==> src/rtl/spi_clkgen_pkg.sv <==
package spi_clkgen_pkg;
  localparam int PRE_W = 5;
  localparam int RATIO_W = PRE_W + 1;
  localparam int BYTE_BITS = 8;
  localparam int WORD_BYTES = 4;
  localparam int WORD_BITS = BYTE_BITS * WORD_BYTES;
  localparam int BIT_W = $clog2(WORD_BITS);

  typedef struct packed {
    logic load;
    logic active;
    logic lead;
    logic trail;
    logic finish;
  } tickT;

  function automatic logic [RATIO_W-1:0] ratioOf(input logic [PRE_W-1:0] code);
    logic [RATIO_W-1:0] raw;
    if (code[PRE_W-1]) raw = {1'b0, code[PRE_W-2:0], 1'b0};
    else               raw = {1'b0, code};
    if (raw < RATIO_W'(2)) raw = RATIO_W'(2);
    return raw;
  endfunction
endpackage

==> src/rtl/spi_clkgen_ctrl.sv <==
module spi_clkgen_ctrl
  import spi_clkgen_pkg::*;
(
  input  logic             clk,
  input  logic             rstN,
  input  logic [PRE_W-1:0] prescale,
  input  logic             wordMode,
  input  logic             start,
  output tickT             tick
);
  logic               busyQ;
  logic [RATIO_W-1:0] cntQ;
  logic [RATIO_W-1:0] ratioQ;
  logic [BIT_W-1:0]   bitQ;
  logic [BIT_W-1:0]   lastBitQ;
  logic               periodEnd;

  assign periodEnd = (cntQ == ratioQ - RATIO_W'(1));

  always_ff @(posedge clk or negedge rstN) begin
    if (!rstN) begin
      busyQ    <= 1'b0;
      cntQ     <= '0;
      ratioQ   <= RATIO_W'(2);
      bitQ     <= '0;
      lastBitQ <= '0;
    end else if (start && !busyQ) begin
      busyQ    <= 1'b1;
      cntQ     <= '0;
      bitQ     <= '0;
      ratioQ   <= ratioOf(prescale);
      lastBitQ <= wordMode ? BIT_W'(WORD_BITS - 1) : BIT_W'(BYTE_BITS - 1);
    end else if (busyQ) begin
      if (periodEnd) begin
        cntQ <= '0;
        if (bitQ == lastBitQ) busyQ <= 1'b0;
        else                  bitQ  <= bitQ + BIT_W'(1);
      end else begin
        cntQ <= cntQ + RATIO_W'(1);
      end
    end
  end

  always_comb begin
    tick.load   = start && !busyQ;
    tick.active = busyQ;
    tick.lead   = busyQ && (cntQ == '0);
    tick.trail  = busyQ && (cntQ == (ratioQ >> 1));
    tick.finish = busyQ && periodEnd && (bitQ == lastBitQ);
  end
endmodule

==> src/rtl/spi_clkgen_dp.sv <==
module spi_clkgen_dp
  import spi_clkgen_pkg::*;
(
  input  logic clk,
  input  logic rstN,
  input  tickT tick,
  input  logic cpol,
  input  logic cpha,
  input  logic captureAlt,
  output logic sclk,
  output logic launch,
  output logic capture,
  output logic done
);
  logic cpolQ;
  logic launchOnLead;
  logic captureOnLead;

  always_ff @(posedge clk or negedge rstN) begin
    if (!rstN) begin
      cpolQ         <= 1'b0;
      launchOnLead  <= 1'b0;
      captureOnLead <= 1'b1;
      sclk          <= 1'b0;
      launch        <= 1'b0;
      capture       <= 1'b0;
      done          <= 1'b0;
    end else begin
      if (tick.load) begin
        cpolQ         <= cpol;
        launchOnLead  <= cpha;
        captureOnLead <= ~(cpha ^ captureAlt);
      end
      if (!tick.active)    sclk <= cpol;
      else if (tick.lead)  sclk <= ~cpolQ;
      else if (tick.trail) sclk <= cpolQ;
      launch  <= (tick.lead && launchOnLead)  || (tick.trail && !launchOnLead);
      capture <= (tick.lead && captureOnLead) || (tick.trail && !captureOnLead);
      done    <= tick.finish;
    end
  end
endmodule

==> src/rtl/spi_clkgen.sv <==
module spi_clkgen
  import spi_clkgen_pkg::*;
(
  input  logic             clk,
  input  logic             rstN,
  input  logic [PRE_W-1:0] prescale,
  input  logic             cpol,
  input  logic             cpha,
  input  logic             captureAlt,
  input  logic             wordMode,
  input  logic             start,
  output logic             sclk,
  output logic             launch,
  output logic             capture,
  output logic             busy,
  output logic             done
);
  tickT tick;

  spi_clkgen_ctrl u_ctrl (
    .clk(clk), .rstN(rstN), .prescale(prescale), .wordMode(wordMode),
    .start(start), .tick(tick)
  );

  spi_clkgen_dp u_dp (
    .clk(clk), .rstN(rstN), .tick(tick), .cpol(cpol), .cpha(cpha),
    .captureAlt(captureAlt), .sclk(sclk), .launch(launch),
    .capture(capture), .done(done)
  );

  assign busy = tick.active;
endmodule

==> config.mk <==
export PLATFORM = sky130hd
export DESIGN_NAME = spi_clkgen
export DESIGN_NICKNAME = d
export VERILOG_FILES = /design/src/rtl/spi_clkgen_pkg.sv /design/src/rtl/spi_clkgen_ctrl.sv /design/src/rtl/spi_clkgen_dp.sv /design/src/rtl/spi_clkgen.sv
export SDC_FILE = /design/constraint.sdc
export NUM_CORES = 1
export LEC_CHECK = 0
export BUFFER_PORTS_ARGS = -buffer_cell sky130_fd_sc_hd__buf_2
export CAP_MARGIN = 0
export CORE_MARGIN = 8
export CORE_UTILIZATION = 62
export CTS_CLUSTER_DIAMETER = 200
export DETAILED_ROUTE_END_ITERATION = 7
export GPL_TIMING_DRIVEN = 0
export PLACE_DENSITY = 0.85
export SETUP_SLACK_MARGIN = 0.05
export SLEW_MARGIN = 0
export SYNTH_ARGS = -nofsm -noshare
export SYNTH_HDL_FRONTEND = slang
export SYNTH_SLANG_ARGS = --single-unit
export TNS_END_PERCENT = 10
==> constraint.sdc <==
create_clock -name clk -period 6.95 [get_ports clk]
set_clock_uncertainty 0.15 [all_clocks]
set_input_delay 1.39 -clock clk [delete_from_list [all_inputs] [get_ports clk]]
set_output_delay 1.39 -clock clk [all_outputs]
set_load 0.01 [all_outputs]
==> results.yml, run 1 <==
synthesis:
  syn-num-nets: 176
  synthCells: 160
  synth.top_cell.area_share: 0.390
  synthTopCellsByArea: "dfrtp_1 39%, mux2i_1 5.2%, xor2_1 4.0%"
  yosysTopAreaCell: "dfrtp_1"
  synth_seq_cells: 26
  synth-seq-area-share: 0.424
  synth_enable_flop_cells: 0
  synth-async-reset-ratio: 1.00
  synth_area_um2: 1540
  yosys_warnings: 0
  yosysUniqueCellTypes: 45
  synthFlopType: "dfrtp_1"
  avgSynthCellArea_um2: 9.63
finish:
  drive_gt1_frac: 0.178
  mostFrequentLayoutCells: "24 x dfrtp_1, 17 x buf_2, 16 x nand2_1, 10 x clkbuf_1, 9 x inv_1"
  final_common_cell: "dfrtp_1"
  antenna_cells: 0
  fin_area_um2: 1680
  fin_nets: 197
  area_growth_pct: 9.34
placement:
  placed_area_um2: 1660
  io_buffers: 16
  dp_hpwl_um: 2630
  gp_congestion: 0.903
timing:
  rsz0062_at_grt: "no"
  fin_crit_ns: 2.66
  relSlewSlack: 0.606
  slew_violations: 0
  worst_pin_slew_ns: 0.591
  hold_viol_final: 0
  setup_total_negative_slack_ns: 0
  fmax_mhz: 376
  setup_violations: 0
  period_share: 0.383
grt:
  grt_pass1_vias: 1460
  gr-usage-met1: 0.184
  grt_pass1_wl_um: 6220
  antenna_found_initial: 0
  overflow: 0
  met2_usage: 0.334
  grt.busiest_layer: "met2"
  grt_start_max_net_pins: 27
  grt_usage: 0.181
  gr-usage-met3: 0.0356
critical_path:
  cp_max_fo: 10
  reg2reg_from: "u_ctrl.ratioQ[0]$_DFFE_PN0P_"
  reg2reg_depth: 7
  critPathKind: "input pin to flop"
  startpoint: "start"
  start_kind: "input pin"
  crit_required_ns: 7.03
  r2r_slack_ns: 4.31
  endpoint: "u_dp.launchOnLead$_DFFE_PN0P_"
  reg2reg_to: "u_ctrl.bitQ[4]$_DFFE_PN0P_"
  end_kind: "flop"
  arrival_ns: 2.74
drt:
  vias: 1312
  wire_per_inst_um: 16.9
  drt_wl_total_um: 3540
  drc: 0
  drt-pass1-iter-count: 4
  drtAntennaViolNets: 0
  viasPerCell: 6.25
  drt_iter0_drc: 60
cts:
  root_buffer: "clkbuf_4"
  cts.sinks: 26
  clkTransAtPathRegs_ns: 0.13
  clk_latency_ns: 0.33
  numCtsBuffers: 3
  htree_levels: 1
  cts.path.max_buffers: 2
  cts_setup_buffers: 0
  cts_tree: "built"
  ctsResizeCount: 0
  postCtsHoldBufs: 0
job:
  maxCapViolations: 0
floorplanning:
  io_pins: 17
  coreArea_um2: 2410
  die-area_um2: 4330
  die_h_um: 65.8
  rows: 18
  start_util: 0.639
  fp.dieW_um: 65.8
pwr:
  vdd_ir_drop_max_mv: 0.243
  power_leakage_nw: 0.771
  powerDensity_nw_per_um2: 402
hold_path:
  min_path_type: "flop to flop"
run_status:
  status: "completed"
-- synthesized netlist by cell type (all sizes together) (2+ instances only) --
cell type / count
a211oi: 2
xnor2: 5
and2: 2
nand3b: 2
nand2b: 4
nand3: 5
o21a: 2
dfstp: 2
or4: 4
a22oi: 2
a21oi: 4
ha: 4
clkbuf: 9
or3: 2
o211ai: 2
dfrtp: 24
and3: 2
a2111oi: 2
buf: 2
xor2: 7
inv: 9
mux2: 4
nor2: 6
a31oi: 2
o31ai: 3
nand4: 5
mux2i: 8
nand2: 16
nor4: 3
o21ai: 6
-- per-layer routing --
layer,vias up,share of wire
met1,635,0.40
met5,-,0
met4,0,0.017
met3,7,0.040
met2,50,0.55
li1,620,-
-- worst min path at each step --
stage                                             start                    end  slack [ns]  depth (start not counted)
final                     u_dp.launchOnLead$_DFFE_PN0P_  u_dp.launch$_DFF_PN0_        0.34                          1
after global routing      u_dp.launchOnLead$_DFFE_PN0P_  u_dp.launch$_DFF_PN0_        0.36                          1
after detailed placement  u_dp.launchOnLead$_DFFE_PN0P_  u_dp.launch$_DFF_PN0_        0.32                          1
after global placement    u_dp.launchOnLead$_DFFE_PN0P_  u_dp.launch$_DFF_PN0_        0.31                          1
after CTS                 u_dp.launchOnLead$_DFFE_PN0P_  u_dp.launch$_DFF_PN0_        0.34                          1
after floorplan           u_dp.launchOnLead$_DFFE_PN0P_  u_dp.launch$_DFF_PN0_        0.30                          1
-- cell families (layout without fill, tap and decap cells) --
family	after synthesis	after routing	synth area share
compound gates	32	32	0.146
xor+xnor	12	12	0.0682
fa+ha+maj	4	4	0.0325
flops	26	26	0.424
mux	12	12	0.0812
simple gates	54	54	0.193
buf+inv	20	40	0.0544
-- sequential cells by signal, indices dropped and copies added, names as in the netlist --
signal and count:
u_dp.launch 1, u_dp.sclk 1, u_ctrl.bitQ 5, u_ctrl.busyQ 1
u_dp.capture 1, u_dp.launchOnLead 1, u_dp.captureOnLead 1, u_ctrl.cntQ 6
u_dp.cpolQ 1, u_dp.done 1, u_ctrl.ratioQ 5, u_ctrl.lastBitQ 2
-- where the power goes --
group | leakage, nW | switching, mW | total [mW] | internal (mW)
sequential | 0.314 | 0.0566 | 0.270 | 0.213
combinational | 0.442 | 0.189 | 0.339 | 0.150
clock | 0.0150 | 0.0452 | 0.0678 | 0.0226
total | 0.771 | 0.291 | 0.676 | 0.386
-- through the flow --
step	utilization	total power [mW]	hold slack, ns	worst slack (ns)	std cells
floorplan	-	0.523	0.296	4.39	160
global placement	0.688	0.579	0.312	3.99	206
detailed placement	0.688	0.607	0.320	3.93	206
CTS	0.699	0.675	0.340	4.29	210
global route	0.699	0.729	0.362	4.16	210
finish	0.699	0.676	0.341	4.29	210
-- final cells by class --
| class | count | area, µm² |
|---|---|---|
| plain buffers | 11 | 50.0 |
| clock buffers | 4 | 26.3 |
| fillers | 192 | 726 |
| inverters | 9 | 33.8 |
| multi-input cells | 114 | 803 |
| flip-flops and latches | 26 | 653 |
| well taps | 30 | 37.5 |
| repair buffers | 16 | 80.1 |
-- critical path, stage by stage --
cell and delay, ns:
buf_2 0.11, nand2b_1 0.06, clkbuf_1 0.33, clkbuf_1 0.46, mux2_2 0.39
(Power assumes the default switching activity.)
==> run 2, diff against run 1 <==
--- a/config.mk
+++ b/config.mk
@@ -8,11 +8,11 @@
 export BUFFER_PORTS_ARGS = -buffer_cell sky130_fd_sc_hd__buf_2
 export CAP_MARGIN = 0
 export CORE_MARGIN = 8
-export CORE_UTILIZATION = 62
+export CORE_UTILIZATION = 52
 export CTS_CLUSTER_DIAMETER = 200
 export DETAILED_ROUTE_END_ITERATION = 7
 export GPL_TIMING_DRIVEN = 0
-export PLACE_DENSITY = 0.85
+export PLACE_DENSITY = 0.76
 export SETUP_SLACK_MARGIN = 0.05
 export SLEW_MARGIN = 0
 export SYNTH_ARGS = -nofsm -noshare
==> constraint.sdc (replaced) <==
create_clock -name clk -period 2.4 [get_ports clk]
set_clock_uncertainty 0.15 [all_clocks]
set_input_delay 0.48 -clock clk [delete_from_list [all_inputs] [get_ports clk]]
set_output_delay 0.48 -clock clk [all_outputs]
set_load 0.01 [all_outputs]
==> results.yml, run 2 (synthesis results as in run 1) <==
timing:
  fin_crit_ns: 2.34
  rsz0062_at_grt: "yes"
  period_share: 0.975
  fmax_mhz: 428
  setup_violations: 0
  relSlewSlack: 0.616
  hold_viol_final: 0
  slew_violations: 0
  worst_pin_slew_ns: 0.577
drt:
  drt_wl_total_um: 3380
  drt_iter0_drc: 108
  drc: 0
  vias: 1274
  drtAntennaViolNets: 0
  drt-pass1-iter-count: 4
  wire_per_inst_um: 15.7
  viasPerCell: 5.93
pwr:
  power_frac_seq: 0.357
  vdd_ir_drop_max_mv: 0.758
  power_leakage_nw: 0.802
  p_int_mw: 1.28
  p_total_mw: 2.18
  clkPwrFrac: 0.138
  powerDensity_nw_per_um2: 1200
  power_switching_mw: 0.902
  p_comb_frac: 0.505
  swShare: 0.413
finish:
  regMostFlops: "u_ctrl.cntQ"
  mostFrequentLayoutCells: "24 x dfrtp_1, 17 x buf_2, 16 x nand2_1, 8 x clkbuf_1, 8 x mux2i_1"
  finish.utilization: 0.651
  drive_gt1_frac: 0.245
  largest_register_ffs: 6
  area_growth_pct: 17.6
  antenna_cells: 0
  fin_nets: 201
  final_common_cell: "dfrtp_1"
  biggestRegsByFlops: "u_ctrl.cntQ: 6 flops, u_ctrl.bitQ: 5 flops, u_ctrl.ratioQ: 5 flops"
cts:
  cts_tree: "built"
  cts.path.max_buffers: 2
  htree_levels: 1
  numCtsBuffers: 3
  root_buffer: "clkbuf_4"
  clk_latency_ns: 0.33
  clkTransAtPathRegs_ns: 0.15
  cts.sinks: 26
grt:
  grt_pass1_vias: 1208
  overflow: 0
  grt_start_max_net_pins: 27
  antenna_found_initial: 0
  grt_pass1_wl_um: 5510
  grt_usage: 0.132
run_status:
  status: "completed"
critical_path:
  startpoint: "u_ctrl.ratioQ[0]$_DFFE_PN0P_"
  critPathKind: "flop to flop"
  reg2reg_from: "u_ctrl.ratioQ[0]$_DFFE_PN0P_"
  arrival_ns: 2.40
  end_kind: "flop"
  crit_required_ns: 2.46
  start_kind: "flop"
  cp_max_fo: 7
hold_path:
  hp-start: "wordMode"
  min_path_type: "input pin to flop"
floorplanning:
  fp.dieW_um: 70.4
  die-area_um2: 4960
  rows: 19
  io_pins: 17
  start_util: 0.554
  coreArea_um2: 2780
  die_h_um: 70.4
placement:
  dp_hpwl_um: 2390
  gp_congestion: 0.882
  io_buffers: 16
job:
  maxCapViolations: 0
## run 2: layout make-up
cell class / count / area, µm²
clock inverter: 1 / 30.0
fill: 213 / 970
timing repair buffer: 21 / 124
clock buffer: 3 / 22.5
inverter: 9 / 33.8
tap: 31 / 38.8
buffer: 10 / 46.3
sequential: 26 / 653
multi-input combinational: 114 / 863
## run 2: timing repair
item,4_1_cts,5_1_grt
endpoints found under the hold margin,15,0
resized for setup,4,10
pin swaps,3,4
endpoints found under the setup margin,12,14
hold buffers,1,0
setup buffers,3,1
## run 2: final timing paths
| kind | endpoint | slack, ns | cells after the start |
|---|---|---|---|
| worst max-delay path | u_ctrl.bitQ[4]$_DFFE_PN0P_ | 0.06 | 7 |
| worst min-delay path | u_ctrl.lastBitQ[3]$_DFFE_PN0P_ | 0.22 | 2 |
| worst max register to register | u_ctrl.bitQ[4]$_DFFE_PN0P_ | 0.06 | 7 |
| worst min register to register | u_dp.launch$_DFF_PN0_ | 0.34 | 1 |
| max in group asynchronous | u_dp.captureOnLead$_DFFE_PN1P_ | 1.19 | 2 |
| min in group asynchronous | u_dp.sclk$_DFFE_PN0P_ | 0.52 | 2 |
## run 2: power groups by stage
stage / Sequential, mW / Clock (mW) / Combinational [mW]
after floorplan: 0.750 / 0 / 0.764
after global placement: 0.771 / 0 / 0.908
after detailed placement: 0.779 / 0 / 0.956
after CTS: 0.771 / 0.305 / 1.01
after global routing: 0.805 / 0.317 / 1.22
final: 0.780 / 0.300 / 1.10
## run 2: layer usage
metal  vias to the layer above  part of all wire  GRT usage
met4                         0             0.016     0.0491
met1                       603              0.45      0.166
li1                        626                 -          -
met3                         6             0.054     0.0282
met2                        39              0.48      0.215
met5                         -                 0          0
## run 2: through the flow
step	cells	hold slack, ns	setup TNS (ns)	instance area [µm²]	setup WS (ns)
final	215	0.219	0	1810	0.0608
after global routing	215	0.211	-0.0921	1810	-0.0588
after CTS	214	0.207	0	1760	0.00872
after detailed placement	207	0.329	-0.750	1660	-0.139
after global placement	207	0.316	-0.158	1660	-0.0906
after floorplan	160	0.0344	0	1540	0.0544
## run 2: critical path, cell delays in order (launching register included)
cell and delay, ns:
dfrtp_1 0.42, inv_2 0.08, ha_4 0.14, or3b_1 0.36
a211oi_2 0.29, nand4_4 0.20, or4_4 0.46, mux2i_1 0.13
==> run 3, diff against run 2 <==
--- a/config.mk
+++ b/config.mk
@@ -5,6 +5,7 @@
 export SDC_FILE = /design/constraint.sdc
 export NUM_CORES = 1
 export LEC_CHECK = 0
+export ABC_AREA = 1
 export BUFFER_PORTS_ARGS = -buffer_cell sky130_fd_sc_hd__buf_2
 export CAP_MARGIN = 0
 export CORE_MARGIN = 8
==> results.yml, run 3 <==
run_status:
  status: "completed"
synthesis:
  synth.top_cell.area_share: 0.369
  synth_seq_cells: 26
  synthTopCellsByCount: "58 x nand2_1, 29 x nand3_1, 24 x dfrtp_1"
  synth_mux_area_frac: 0
  synth-simple-area-share: 0.367
  synth_compound_area_frac: 0.0861
  yosys_warnings: 0
  syn-num-nets: 235
  yosysTopAreaCell: "dfrtp_1"
  synth_area_um2: 1630
  yosysUniqueCellTypes: 29
  synthAdderAreaFrac: 0.0307
  synth-seq-area-share: 0.401
  avgSynthCellArea_um2: 7.43
  synth_most_common_cell: "nand2_1"
  synth_xor_xnor_area_share: 0.0484
  synthTopCellsByArea: "dfrtp_1 37%, nand2_1 13%, nand3_1 8.9%"
  synthCells: 219
  synth_enable_flop_cells: 0
  synth-async-reset-ratio: 1.00
  synth_top_family_by_area: "simple AND/OR/NAND/NOR gates"
  synthFlopType: "dfrtp_1"
drt:
  drt_wl_total_um: 3430
  vias: 1470
  top_layer: "met4"
  dr_wl_met2_um: 1600
  drtAntennaViolNets: 0
  drc: 0
  drt_iter0_drc: 99
  wire_per_inst_um: 12.1
  drt-pass1-iter-count: 4
  wl_met1_um: 1680
  viasPerCell: 5.18
  met3_length_um: 125
floorplanning:
  coreArea_um2: 3030
  start_util: 0.538
  die_h_um: 72.0
  fp.dieW_um: 72.0
  rows: 20
  io_pins: 17
  die-area_um2: 5180
grt:
  grt_start_max_net_pins: 27
  grt_pass1_wl_um: 6130
  antenna_found_initial: 0
  overflow: 0
  grt_usage: 0.146
  grt_pass1_vias: 1386
pwr:
  powerDensity_nw_per_um2: 1170
  p_total_mw: 2.14
  power_leakage_nw: 0.922
  vdd_ir_drop_max_mv: 0.615
hold_path:
  min_path_type: "input pin to flop"
placement:
  io_buffers: 16
  placed_area_um2: 1760
  gp_congestion: 0.939
  dp_hpwl_um: 2610
finish:
  multiInputGateArea_um2: 867
  fin_nets: 257
  regMostFlops: "u_ctrl.cntQ"
  finish.utilization: 0.603
  largest_register_ffs: 6
  layout.area.seq_um2: 653
  drive_gt1_frac: 0.175
  fin_area_um2: 1830
  area_growth_pct: 12.1
  mostFrequentLayoutCells: "58 x nand2_1, 29 x nand3_1, 24 x dfrtp_1, 19 x inv_1, 19 x nor2_1"
  nFillCells: 291
  final_common_cell: "nand2_1"
  biggestRegsByFlops: "u_ctrl.cntQ: 6 flops, u_ctrl.bitQ: 5 flops, u_ctrl.ratioQ: 5 flops"
  antenna_cells: 0
cts:
  htree_levels: 1
  cts_tree: "built"
  clkTransAtPathRegs_ns: 0.15
  cts.sinks: 26
  root_buffer: "clkbuf_4"
  numCtsBuffers: 3
  cts_setup_buffers: 0
  cts.path.max_buffers: 2
  clk_latency_ns: 0.33
critical_path:
  arrival_ns: 2.17
  cp_max_fo: 4
  critPathKind: "flop to flop"
  crit_required_ns: 2.48
  end_kind: "flop"
  start_kind: "flop"
timing:
  setup_violations: 0
  fmax_mhz: 478
  rsz0062_at_grt: "no"
  fin_crit_ns: 2.09
  period_share: 0.872
  worst_pin_slew_ns: 0.561
  relSlewSlack: 0.626
  slew_violations: 0
  setup_total_negative_slack_ns: 0
  hold_viol_final: 0
job:
  maxCapViolations: 0
[run 3: cell types whose count changed after synthesis, sizes merged, moves of 3 or more]
cell and delta:
nand2 +46, nand3 +27, nor2 +17, inv +14
mux2i -8, o21ai +8, clkbuf -7, mux2 -4
nand2b -4, o22ai +4, or4 -4, nor4 -3
o31ai -3, xnor2 -3
[run 3: final cells by class]
| cell class | instances | share of cell area |
|---|---|---|
| clock buffer | 3 | 0.0123 |
| buffer | 4 | 0.0117 |
| multi-input combinational | 166 | 0.475 |
| sequential | 26 | 0.358 |
| tap | 44 | 0.0302 |
| inverter | 23 | 0.0473 |
| clock inverter | 1 | 0.0164 |
| timing repair buffer | 17 | 0.0493 |
[run 3: metal layers]
metal	vias to the layer above	GRT usage
li1	764	-
met4	0	0.0499
met3	4	0.0248
met1	680	0.202
met2	22	0.225
met5	-	0
[run 3: what timing repair did]
item,4_1_cts,5_1_grt
resized for setup,0,0
hold buffers,1,0
hold endpoints to repair,2,0
[run 3: critical path, stage by stage (launching register included)]
cell and delay [ns]:
dfstp_2 0.59, inv_1 0.08, ha_1 0.29, inv_1 0.04
nand2_1 0.05, nand2_1 0.06, nor2_2 0.11, nand2_1 0.07
nor2_2 0.14, nand3_1 0.14, nand2_1 0.17, o22ai_1 0.09
[run 3: worst paths after layout]
kind	endpoint	from	depth (start not counted)	slack, ns
min reg2reg	u_dp.captureOnLead$_DFFE_PN1P_	u_dp.captureOnLead$_DFFE_PN1P_	2	0.36
max in group asynchronous	u_dp.captureOnLead$_DFFE_PN1P_	rstN	2	1.21
min	u_ctrl.lastBitQ[3]$_DFFE_PN0P_	wordMode	3	0.19
max reg2reg	u_ctrl.cntQ[5]$_DFFE_PN0P_	u_ctrl.ratioQ[1]$_DFFE_PN1P_	11	0.31
min in group asynchronous	u_ctrl.ratioQ[3]$_DFFE_PN0P_	rstN	2	0.50
max	u_ctrl.cntQ[5]$_DFFE_PN0P_	u_ctrl.ratioQ[1]$_DFFE_PN1P_	11	0.31
[run 3: cells by family after synthesis]
| family | count (synthesis) |
|---|---|
| AOI/OAI and AO/OA | 25 |
| xor gates and xnor gates | 9 |
| adders and majority gates | 4 |
| buffers and inverters | 27 |
| DFF | 26 |
| and+or+nand+nor | 128 |
[run 3: through the flow]
step,hold WS (ns),std cells,setup slack [ns]
finish,0.186,284,0.307
global route,0.182,284,0.172
CTS,0.190,284,0.345
floorplan,0.0344,219,0.556
global placement,0.323,279,0.411
detailed placement,0.327,279,0.364
[run 3: report_power, final]
group / internal [mW] / leakage (nW) / switching [mW]
clock: 0.169 / 0.0279 / 0.138
sequential: 0.622 / 0.309 / 0.197
combinational: 0.402 / 0.586 / 0.609
total: 1.19 / 0.922 / 0.944
